### src/rtl/pipe3_pkg.sv
`timescale 1ns/1ps
package pipe3_pkg;

  localparam int OPC_W   = 4;
  localparam int IMM_W   = 12;
  localparam int FIELD_W = OPC_W + IMM_W;

  typedef enum logic [1:0] {
    OP_NOP   = 2'd0,
    OP_ADDPC = 2'd1,
    OP_JUMP  = 2'd2,
    OP_RETI  = 2'd3
  } opKind_e;

  typedef enum logic [2:0] {
    NEXT_SEQ = 3'd0,
    NEXT_REL = 3'd1,
    NEXT_ABS = 3'd2,
    NEXT_RET = 3'd3,
    NEXT_VEC = 3'd4
  } nextSel_e;

  // strobes from control to datapath
  typedef struct packed {
    nextSel_e nextSel;
    logic     flush;
    logic     saveLink;
  } pipeStrobe_t;

  function automatic opKind_e decodeOp(input logic [OPC_W-1:0] opc);
    case (opc)
      4'd1:    return OP_ADDPC;
      4'd2:    return OP_JUMP;
      4'd3:    return OP_RETI;
      default: return OP_NOP;
    endcase
  endfunction

endpackage

### src/rtl/pipe3_ctrl.sv
`timescale 1ns/1ps
module pipe3_ctrl
  import pipe3_pkg::*;
(
  input  logic             clk,
  input  logic             rstN,
  input  logic [OPC_W-1:0] decOpc,
  input  logic             irqReq,
  output pipeStrobe_t      strobe,
  output logic             exValid
);

  logic    decValid;
  logic    irqMask;
  opKind_e exOp;
  logic    redirect;
  logic    takeIrq;
  logic    exIsReturn;

  always_comb begin
    redirect   = exValid && (exOp != OP_NOP);
    exIsReturn = exValid && (exOp == OP_RETI);
    takeIrq    = exValid && !redirect && irqReq && !irqMask;

    strobe.flush    = redirect || takeIrq;
    strobe.saveLink = takeIrq;
    strobe.nextSel  = NEXT_SEQ;
    if (takeIrq) begin
      strobe.nextSel = NEXT_VEC;
    end else if (redirect) begin
      case (exOp)
        OP_ADDPC: strobe.nextSel = NEXT_REL;
        OP_JUMP:  strobe.nextSel = NEXT_ABS;
        OP_RETI:  strobe.nextSel = NEXT_RET;
        default:  strobe.nextSel = NEXT_SEQ;
      endcase
    end
  end

  always_ff @(posedge clk or negedge rstN) begin
    if (!rstN) begin
      decValid <= 1'b0;
      exValid  <= 1'b0;
      exOp     <= OP_NOP;
      irqMask  <= 1'b0;
    end else begin
      decValid <= !strobe.flush;
      exValid  <= decValid && !strobe.flush;
      exOp     <= (decValid && !strobe.flush) ? decodeOp(decOpc) : OP_NOP;
      if (takeIrq) begin
        irqMask <= 1'b1;
      end else if (exIsReturn) begin
        irqMask <= 1'b0;
      end
    end
  end


  bubble_gap_chk: assert property (@(posedge clk) disable iff (!rstN)
    strobe.flush |=> ##1 !exValid);


  mask_entry_chk: assert property (@(posedge clk) disable iff (!rstN)
    strobe.saveLink |=> (irqMask && !exValid));


  no_reentry_chk: assert property (@(posedge clk) disable iff (!rstN)
    (irqMask && !exIsReturn) |=> irqMask);

endmodule

### src/rtl/pipe3_dpath.sv
`timescale 1ns/1ps
module pipe3_dpath
  import pipe3_pkg::*;
#(
  parameter int                ADDR_W     = 16,
  parameter logic [ADDR_W-1:0] RESET_ADDR = 16'h4000,
  parameter logic [ADDR_W-1:0] IRQ_VECTOR = 16'h0100,
  parameter int                JUMP_SHIFT = 4
)(
  input  logic              clk,
  input  logic              rstN,
  input  logic              halfMode,
  input  logic [IMM_W-1:0]  decImm,
  input  pipeStrobe_t       strobe,
  output logic [ADDR_W-1:0] fetchPc,
  output logic [ADDR_W-1:0] exAddr,
  output logic [ADDR_W-1:0] exPc
);

  localparam logic [ADDR_W-1:0] STEP_WIDE = ADDR_W'(4);
  localparam logic [ADDR_W-1:0] STEP_HALF = ADDR_W'(2);

  logic [ADDR_W-1:0] pc;
  logic [ADDR_W-1:0] decAddr;
  logic [ADDR_W-1:0] exAddrQ;
  logic [ADDR_W-1:0] link;
  logic [ADDR_W-1:0] step;
  logic [ADDR_W-1:0] pcNext;
  logic [IMM_W-1:0]  exImm;

  always_comb step = halfMode ? STEP_HALF : STEP_WIDE;

  always_comb begin
    case (strobe.nextSel)
      NEXT_REL: pcNext = pc + ADDR_W'(exImm);
      NEXT_ABS: pcNext = ADDR_W'(exImm) << JUMP_SHIFT;
      NEXT_RET: pcNext = link - step;
      NEXT_VEC: pcNext = IRQ_VECTOR;
      default:  pcNext = pc + step;
    endcase
  end

  always_ff @(posedge clk or negedge rstN) begin
    if (!rstN) begin
      pc      <= RESET_ADDR;
      decAddr <= RESET_ADDR;
      exAddrQ <= RESET_ADDR;
      exImm   <= '0;
      link    <= '0;
    end else begin
      pc      <= pcNext;
      decAddr <= pc;
      exAddrQ <= decAddr;
      exImm   <= strobe.flush ? '0 : decImm;
      if (strobe.saveLink) begin
        link <= pc;
      end
    end
  end

  assign fetchPc = pc;
  assign exAddr  = exAddrQ;
  assign exPc    = pc;

endmodule

### src/rtl/pipe3_core.sv
`timescale 1ns/1ps
module pipe3_core
  import pipe3_pkg::*;
#(
  parameter int                ADDR_W     = 16,
  parameter logic [ADDR_W-1:0] RESET_ADDR = 16'h4000,
  parameter logic [ADDR_W-1:0] IRQ_VECTOR = 16'h0100,
  parameter int                JUMP_SHIFT = 4
)(
  input  logic               clk,
  input  logic               rstN,
  input  logic               halfMode,
  input  logic               irqReq,
  output logic [ADDR_W-1:0]  imemAddr,
  input  logic [FIELD_W-1:0] imemData,
  output logic               exValid,
  output logic [ADDR_W-1:0]  exAddr,
  output logic [ADDR_W-1:0]  exPc
);

  pipeStrobe_t strobe;
  logic [ADDR_W-1:0] widthChk;

  pipe3_ctrl ctrl_i (
    .clk     (clk),
    .rstN    (rstN),
    .decOpc  (imemData[FIELD_W-1:IMM_W]),
    .irqReq  (irqReq),
    .strobe  (strobe),
    .exValid (exValid)
  );

  pipe3_dpath #(
    .ADDR_W     (ADDR_W),
    .RESET_ADDR (RESET_ADDR),
    .IRQ_VECTOR (IRQ_VECTOR),
    .JUMP_SHIFT (JUMP_SHIFT)
  ) dpath_i (
    .clk      (clk),
    .rstN     (rstN),
    .halfMode (halfMode),
    .decImm   (imemData[IMM_W-1:0]),
    .strobe   (strobe),
    .fetchPc  (imemAddr),
    .exAddr   (exAddr),
    .exPc     (exPc)
  );

  always_comb widthChk = halfMode ? ADDR_W'(2) : ADDR_W'(4);


  seq_fetch_chk: assert property (@(posedge clk) disable iff (!rstN)
    !strobe.flush |=> (imemAddr == $past(imemAddr) + widthChk));


  pc_lead_chk: assert property (@(posedge clk) disable iff (!rstN)
    exValid |-> (exPc == exAddr + (widthChk << 1)));


  vector_chk: assert property (@(posedge clk) disable iff (!rstN)
    strobe.saveLink |=> (imemAddr == IRQ_VECTOR));

endmodule

### config.mk
export PLATFORM = sky130hd
export DESIGN_NAME = pipe3_core
export DESIGN_NICKNAME = d
export VERILOG_FILES = /design/src/rtl/pipe3_pkg.sv /design/src/rtl/pipe3_ctrl.sv /design/src/rtl/pipe3_dpath.sv /design/src/rtl/pipe3_core.sv
export SDC_FILE = /design/constraint.sdc
export NUM_CORES = 1
export LEC_CHECK = 0
export ABC_AREA = 1
export ABC_CLOCK_PERIOD_IN_PS = 3000
export BUFFER_PORTS_ARGS = -buffer_cell sky130_fd_sc_hd__buf_2
export CORE_ASPECT_RATIO = 0.9
export CORE_UTILIZATION = 46
export CTS_CLUSTER_SIZE = 25
export DETAILED_ROUTE_END_ITERATION = 6
export PLACE_DENSITY = 0.66
export SETUP_SLACK_MARGIN = 0.3
export SLEW_MARGIN = 0
export SYNTH_ARGS = -nofsm -noshare
export SYNTH_HDL_FRONTEND = slang
export SYNTH_SLANG_ARGS = --single-unit
### constraint.sdc
create_clock -name clk -period 3 [get_ports clk]
set_clock_uncertainty 0.15 [all_clocks]
set_input_delay 0.6 -clock clk [delete_from_list [all_inputs] [get_ports clk]]
set_output_delay 0.6 -clock clk [all_outputs]
set_load 0.01 [all_outputs]
Yosys cells after proc, flatten, opt, wreduce, memory -nomap -nowiden
Index checks and enable logic that the tools add are counted.
{"block": "op_classes", "add_sub_neg": 3, "n_mul": 0, "div": 0, "order_cmp": 0, "eq_ne": 10, "shifts": 0, "mux": 10, "bitwise": 0, "n_reduce_logical": 12}
{"op": "one-hot mux 16 bit (4 select lines)", "count": 1}
{"op": "adder 16 x 12 -> 16 bit", "count": 1}
{"op": "adder 16 bit", "count": 1}
{"op": "subtractor 16 bit", "count": 1}
{"op": "two-way mux 12 bit", "count": 1}
{"op": "one-hot mux 2 bit (3 select lines)", "count": 2}
{"op": "two-way mux 3 bit", "count": 3}
{"op": "equality test 4 x 2 -> 1 bit, second input constant", "count": 2}
{"op": "equality test 3 x 2 -> 1 bit, second input constant", "count": 2}
{"op": "logical AND 1 bit", "count": 6}
{"op": "equality test 2 bit, second input constant", "count": 2}
{"op": "equality test 4 x 1 -> 1 bit, second input constant", "count": 1}
{"op": "nonzero test 2 bit", "count": 2}
{"op": "equality test 3 x 1 -> 1 bit, second input constant", "count": 1}
{"op": "equality test 3 bit, second input constant", "count": 1}
{"op": "logical NOT 1 bit", "count": 3}
{"op": "equality test 2 x 1 -> 1 bit, second input constant", "count": 1}
{"op": "two-way mux 1 bit", "count": 2}
{"op": "two-way mux 2 bit", "count": 1}
{"op": "logical OR 1 bit", "count": 1}
{"block": "totals", "regBits": 81, "latch_bits": 0, "ram_bits": 0, "rom_bits": 0, "in_bits": 20, "out_inout_bits": 49, "word_cells": 44, "n_memories": 0}

Logic depth before layout (Yosys ltp)
{"block": "logic_depth", "ltp_word": 10, "depth_mapped": 17, "depth_no_buf": 16}

Modules after synthesis
From an unflattened synthesis, not the netlist that was laid out.
{"block": "unflattened", "cells_unflattened": 517, "area_unflattened_um2": 4217.8}
{"module": "pipe3_dpath", "n_inst": 1, "cells_each": 487, "area_each_um2": 3971.3, "seq_area_each_um2": 1905.6}
{"module": "pipe3_ctrl", "n_inst": 1, "cells_each": 30, "area_each_um2": 246.5, "seq_area_each_um2": 125.1}

Worst setup path before layout
Ideal clock, no wire load.
{"block": "synth_path", "path_kind": "reg2reg", "from": "reg ctrl_i.exValid", "to": "reg dpath_i.pc[12] (netlist: dpath_i.exPc[12])", "setup_time_ns": 0.117, "arrival_time_ns": 2.154, "required_ns": 2.733, "path_slack_ns": 0.578, "path_stages_with_launch": 17, "path_buffers": 1, "synth_period_minus_slack_ns": 2.422, "cell_sequence": "dfrtp_1 nand2_1 nor2_1 inv_1 clkbuf_1 nor2_1 ha_1 inv_1 fa_1 inv_1 nand3_1 nand3_1 nand3_1 nand3_1 nand2_1 nand3_1 nand2_1"}
{"block": "synth_between", "elab_chain_len": 8, "elab_cells_between_ends": 12, "classes_between": "4 x eq/ne; 3 x mux; 5 x reduce/logical"}
{"item": "start, declared", "line_no": "pipe3_ctrl.sv:10", "rtl": "output logic exValid"}
{"item": "start signal, assigned", "line_no": "pipe3_ctrl.sv:48", "rtl": "exValid <= decValid && !strobe.flush;"}
{"item": "logical AND 1 bit", "line_no": "pipe3_ctrl.sv:21", "rtl": "redirect = exValid && (exOp != OP_NOP);"}
{"item": "logical NOT 1 bit", "line_no": "pipe3_ctrl.sv:23", "rtl": "takeIrq = exValid && !redirect && irqReq && !irqMask;"}
{"item": "logical AND 1 bit (3 in a row)", "line_no": "pipe3_ctrl.sv:23"}
{"item": "two-way mux 3 bit (*)", "line_no": "pipe3_ctrl.sv:28", "rtl": "if (takeIrq) begin"}
{"item": "equality test 3 bit, or another cell as far along", "line_no": "pipe3_dpath.sv:34", "rtl": "case (strobe.nextSel)"}
{"item": "one-hot mux 16 bit (4 select lines) (*)", "line_no": "pipe3_dpath.sv:34"}
{"item": "net dpath_i.pcNext[12]", "line_no": "pipe3_dpath.sv:28", "rtl": "logic [ADDR_W-1:0] pcNext;"}
{"item": "end signal, assigned", "line_no": "pipe3_dpath.sv:51", "rtl": "pc <= pcNext;"}
{"item": "end, declared", "line_no": "pipe3_dpath.sv:23", "rtl": "logic [ADDR_W-1:0] pc;"}
Mark *: on every way through the listed nets, which the timed path passes. The rest lies on a longest branch.
A chain may end at the register's enable or synchronous reset.

Final worst setup path
{"block": "layout_path", "from": "reg ctrl_i.exOp[0]", "to": "reg dpath_i.pc[8] (netlist: dpath_i.exPc[8])"}
{"block": "layout_between", "elab_chain_len": 9, "elab_cells_between_ends": 17, "classes_between": "7 x eq/ne; 4 x mux; 6 x reduce/logical"}
{"item": "start, declared", "line_no": "pipe3_ctrl.sv:15", "rtl": "opKind_e exOp;"}
{"item": "start signal, assigned", "line_no": "pipe3_ctrl.sv:49", "rtl": "exOp <= (decValid && !strobe.flush) ? decodeOp(decOpc) : OP_NOP;"}
{"item": "parallel branches: the longest is 6 deep, another holds one-hot mux 2 bit (3 select lines)"}
{"item": "two-way mux 3 bit (*)", "line_no": "pipe3_ctrl.sv:28"}
{"item": "equality test 3 bit, or another cell as far along", "line_no": "pipe3_dpath.sv:34"}
{"item": "one-hot mux 16 bit (4 select lines) (*)", "line_no": "pipe3_dpath.sv:34"}
{"item": "net dpath_i.pcNext[8]", "line_no": "pipe3_dpath.sv:28"}
Mark *: on every way through the listed nets, which the timed path passes.

==> impl_metrics.tcl <==
set metrics [dict create \
    outcome "complete, no violations" \
    first_pass_iters 4 \
    synth_xor_area_share_pct 0.6369 \
    cp.arrival_ns 2.62 \
    initialDrtViolationCount 161 \
    grt_usage_pct 22.58 \
    layout-drive-gt1-share_pct 17.53 \
    gr-total-overflow 0 \
    synth-seq-cells 81 \
    crit_fanout 11 \
    synth_area_um2 4125 \
    post-route-drc-count 0 \
    synth-simple-area-share_pct 24.26 \
    powerDensity_nw_per_um2 944.6 \
    min_path_type "primary input to asynchronous set/reset pin" \
    die_h_um 91.84 \
    grt_pass1_wl_um 15860 \
    wirelength_um 9412 \
    syn_nets 554 \
    synth_seq_area_share_pct 49.23 \
    worstPathRequired_ns 3.10 \
    clockBufferDepth 2 \
    fin_crit_sh_pct 83.75 \
    syn_inst 518 \
    routedWlPerCell_um 13.43 \
    initial_utilization_pct 47.70 \
    nFillCells 824 \
    top_layer "met4" \
    p_leak_nw 2.565 \
    ctsHoldBuffers 0 \
    cap_violations 0 \
    tns_ns 0 \
    cts_buffers 9 \
    die_width_um 101.8 \
    worstSkewPairLatency_ns 0.36 \
    synthAdderAreaFrac_pct 5.217 \
    synthMuxAreaShare_pct 0.5460 \
    switching_share_pct 38.93 \
    p_seq_share_pct 42.8 \
    coreArea_um2 8648 \
    antenna_found_initial 0 \
    place_hpwl_um 7079 \
    pwr-share-clk_pct 21.6 \
    dieArea_um2 9351 \
    synth_top_family_by_area "simple AND/OR/NAND/NOR gates" \
    min_period_ns 2.513 \
    clk_pin_slew_ns 0.08 \
    switchingPower_mw 1.738 \
    row_count 32 \
    crit_type "flop to flop" \
    io_buffer_count 68 \
    setup_viol 0 \
    area_growth_syn_to_layout_pct 14.56 \
    synth_compound_area_share_pct 7.249 \
    max_clock_freq_mhz 398.0 \
    wl_met2_um 4171 \
    worst_slew_pin_slew_ns 0.6570 \
    wl_met1_um 4495 \
    grt_max_degree 46 \
    ctsRootBufferMaster "clkbuf_8" \
    cts_setup_buffers 0 \
    ys_types 33 \
    wl_met3_um 533 \
    cts_tree "built" \
    final_net_count 613 \
    ant_nets 0 \
    vias 3373 \
    gp_congestion 0.9238 \
    cp-end-kind "flop" \
    cts.sinks 81 \
    ir_worst_vdd_v 0.0003484 \
    power.share.combinational_pct 35.6 \
    htree_num_levels 3 \
    num_antenna_cells 0 \
    grt_pass1_vias 3264 \
    ios 69 \
    rsz0062_at_grt "false" \
    syn_avg_cell_area_um2 7.964 \
    hold_viol 0 \
    via_per_inst 4.812 \
    fin_hold_ws_ns 0.04554 \
    synth_warnings 0 \
    start_kind "flop" \
    p_int_mw 2.726 \
    max_slew_margin_pct 56.15 \
    slew_viol_final 0 \
]
-- routing by layer --
layer  GRT usage, %  vias to the layer above
met5              0                        -
met4          9.405                        0
met3          5.030                       18
met2          33.61                      105
met1          31.62                     1554
li1               -                     1696
-- synthesized netlist by cell type --
library cell | n | area [um2]
dfstp_2 | 3 | 78.83
inv_2 | 2 | 7.510
a22oi_1 | 1 | 7.510
clkbuf_1 | 2 | 7.510
buf_6 | 3 | 33.78
o32ai_1 | 1 | 8.760
nand3_1 | 35 | 175.2
o22ai_1 | 2 | 12.51
inv_1 | 93 | 349.1
xnor2_1 | 1 | 8.760
o21a_1 | 1 | 7.510
nand3b_1 | 3 | 22.52
clkinv_2 | 1 | 5.000
and2_1 | 2 | 12.51
ha_1 | 14 | 175.2
nor3_1 | 2 | 10.01
a21oi_1 | 26 | 130.1
dfrtp_1 | 78 | 1952
mux2_2 | 2 | 22.52
nand2_2 | 2 | 12.51
o211ai_1 | 2 | 15.01
buf_4 | 17 | 127.6
nor2_2 | 3 | 18.77
xor2_1 | 2 | 17.52
a22o_1 | 1 | 8.760
o21bai_1 | 2 | 15.01
fa_1 | 2 | 40.04
o21ai_2 | 1 | 8.760
nand4_1 | 3 | 18.77
nand2_1 | 123 | 461.7
o21ai_0 | 17 | 85.08
nor2_1 | 70 | 262.8
or2_2 | 1 | 6.260
-- layout make-up --
type / count / area, um2 / share of cell area [%]
flip-flops and latches: 81 / 2031 / 42.97
multi-input cells: 319 / 1572 / 33.25
repair buffers: 70 / 370.4 / 7.837
inverters: 96 / 361.6 / 7.652
well taps: 119 / 148.9 / 3.151
clock buffers: 10 / 127.6 / 2.701
clock inverters: 6 / 115.1 / 2.436
-- metrics by stage --
step                      worst slack (ns)  power (mW)  std cells  area (um2)  util, %
final                               0.4874       4.464        701        4726    54.64
after global routing                0.3046       4.834        701        4726    54.64
after CTS                           0.3674       4.499        701        4718    54.56
after detailed placement            0.2976       3.521        685        4476    51.75
after global placement              0.3079       3.486        685        4476    51.75
after floorplan                     0.5784       3.008        518        4125        -
-- placed cells by master (no fill, tap or decap), drive strengths merged, types with 3 or more instances in the layout --
master	n
a21oi	26
buf	70
bufinv	3
clkbuf	10
dfrtp	78
dfstp	3
ha	14
inv	96
nand2	125
nand3	35
nand3b	3
nand4	3
nor2	73
o21ai	18
-- cell families after synthesis --
family	Yosys count
flip-flops	81
adder cells (fa/ha/maj)	16
AO/OA/AOI/OAI	54
XOR/XNOR	3
buffers and inverters	118
multiplexers	2
AND/OR/NAND/NOR	244
-- final timing paths --
kind | startpoint | endpoint | cells after the start | slack, ns
setup reg to reg | ctrl_i.exOp[0] | dpath_i.exPc[8] | 15 | 0.49
min in group clk | dpath_i.decAddr[12] | dpath_i.exAddr[12] | 0 | 0.20
hold reg to reg | dpath_i.decAddr[12] | dpath_i.exAddr[12] | 0 | 0.20
setup / recovery | ctrl_i.exOp[0] | dpath_i.exPc[8] | 15 | 0.49
hold / removal | rstN | dpath_i.exAddr[2] | 1 | 0.05
max in group asynchronous | rstN | dpath_i.link[15] | 2 | 2.06
-- critical path: stages (launching register included) --
cell and delay (ns):
dfrtp_1 0.41, nand2_1 0.13, nor2_4 0.15, inv_2 0.13, nor2_1 0.11, ha_1 0.18, inv_1 0.06, fa_1 0.39
inv_1 0.10, nand3_1 0.07, nand3_1 0.15, nand2_1 0.10, nand4_1 0.09, nand3_1 0.08, nand2_1 0.08, inv_1 0.04
-- power groups by stage --
stage / sequential, mW / clock, mW / combinational (mW)
CTS: 1.92 / 0.990 / 1.59
global placement: 1.92 / 0 / 1.57
global route: 1.98 / 1.03 / 1.82
finish: 1.91 / 0.965 / 1.59
floorplan: 1.94 / 0 / 1.07
detailed placement: 1.94 / 0 / 1.59
-- state kept, by name (all words and copies together), names as in the netlist --
| signal | count |
|---|---|
| dpath_i.decAddr | 16 |
| dpath_i.exAddr | 16 |
| dpath_i.exPc | 16 |
| dpath_i.link | 16 |
| dpath_i.exImm | 12 |
| ctrl_i.exOp | 2 |
| ctrl_i.decValid | 1 |
| ctrl_i.exValid | 1 |
| ctrl_i.irqMask | 1 |
-- timing repair --
| action | in CTS | in global routing |
|---|---|---|
| cloned | 0 | 0 |
| pin swaps | 0 | 0 |
| setup endpoints to repair | 2 | 7 |
| gates resized for setup | 1 | 2 |
Power figures use the tool's default switching activity.
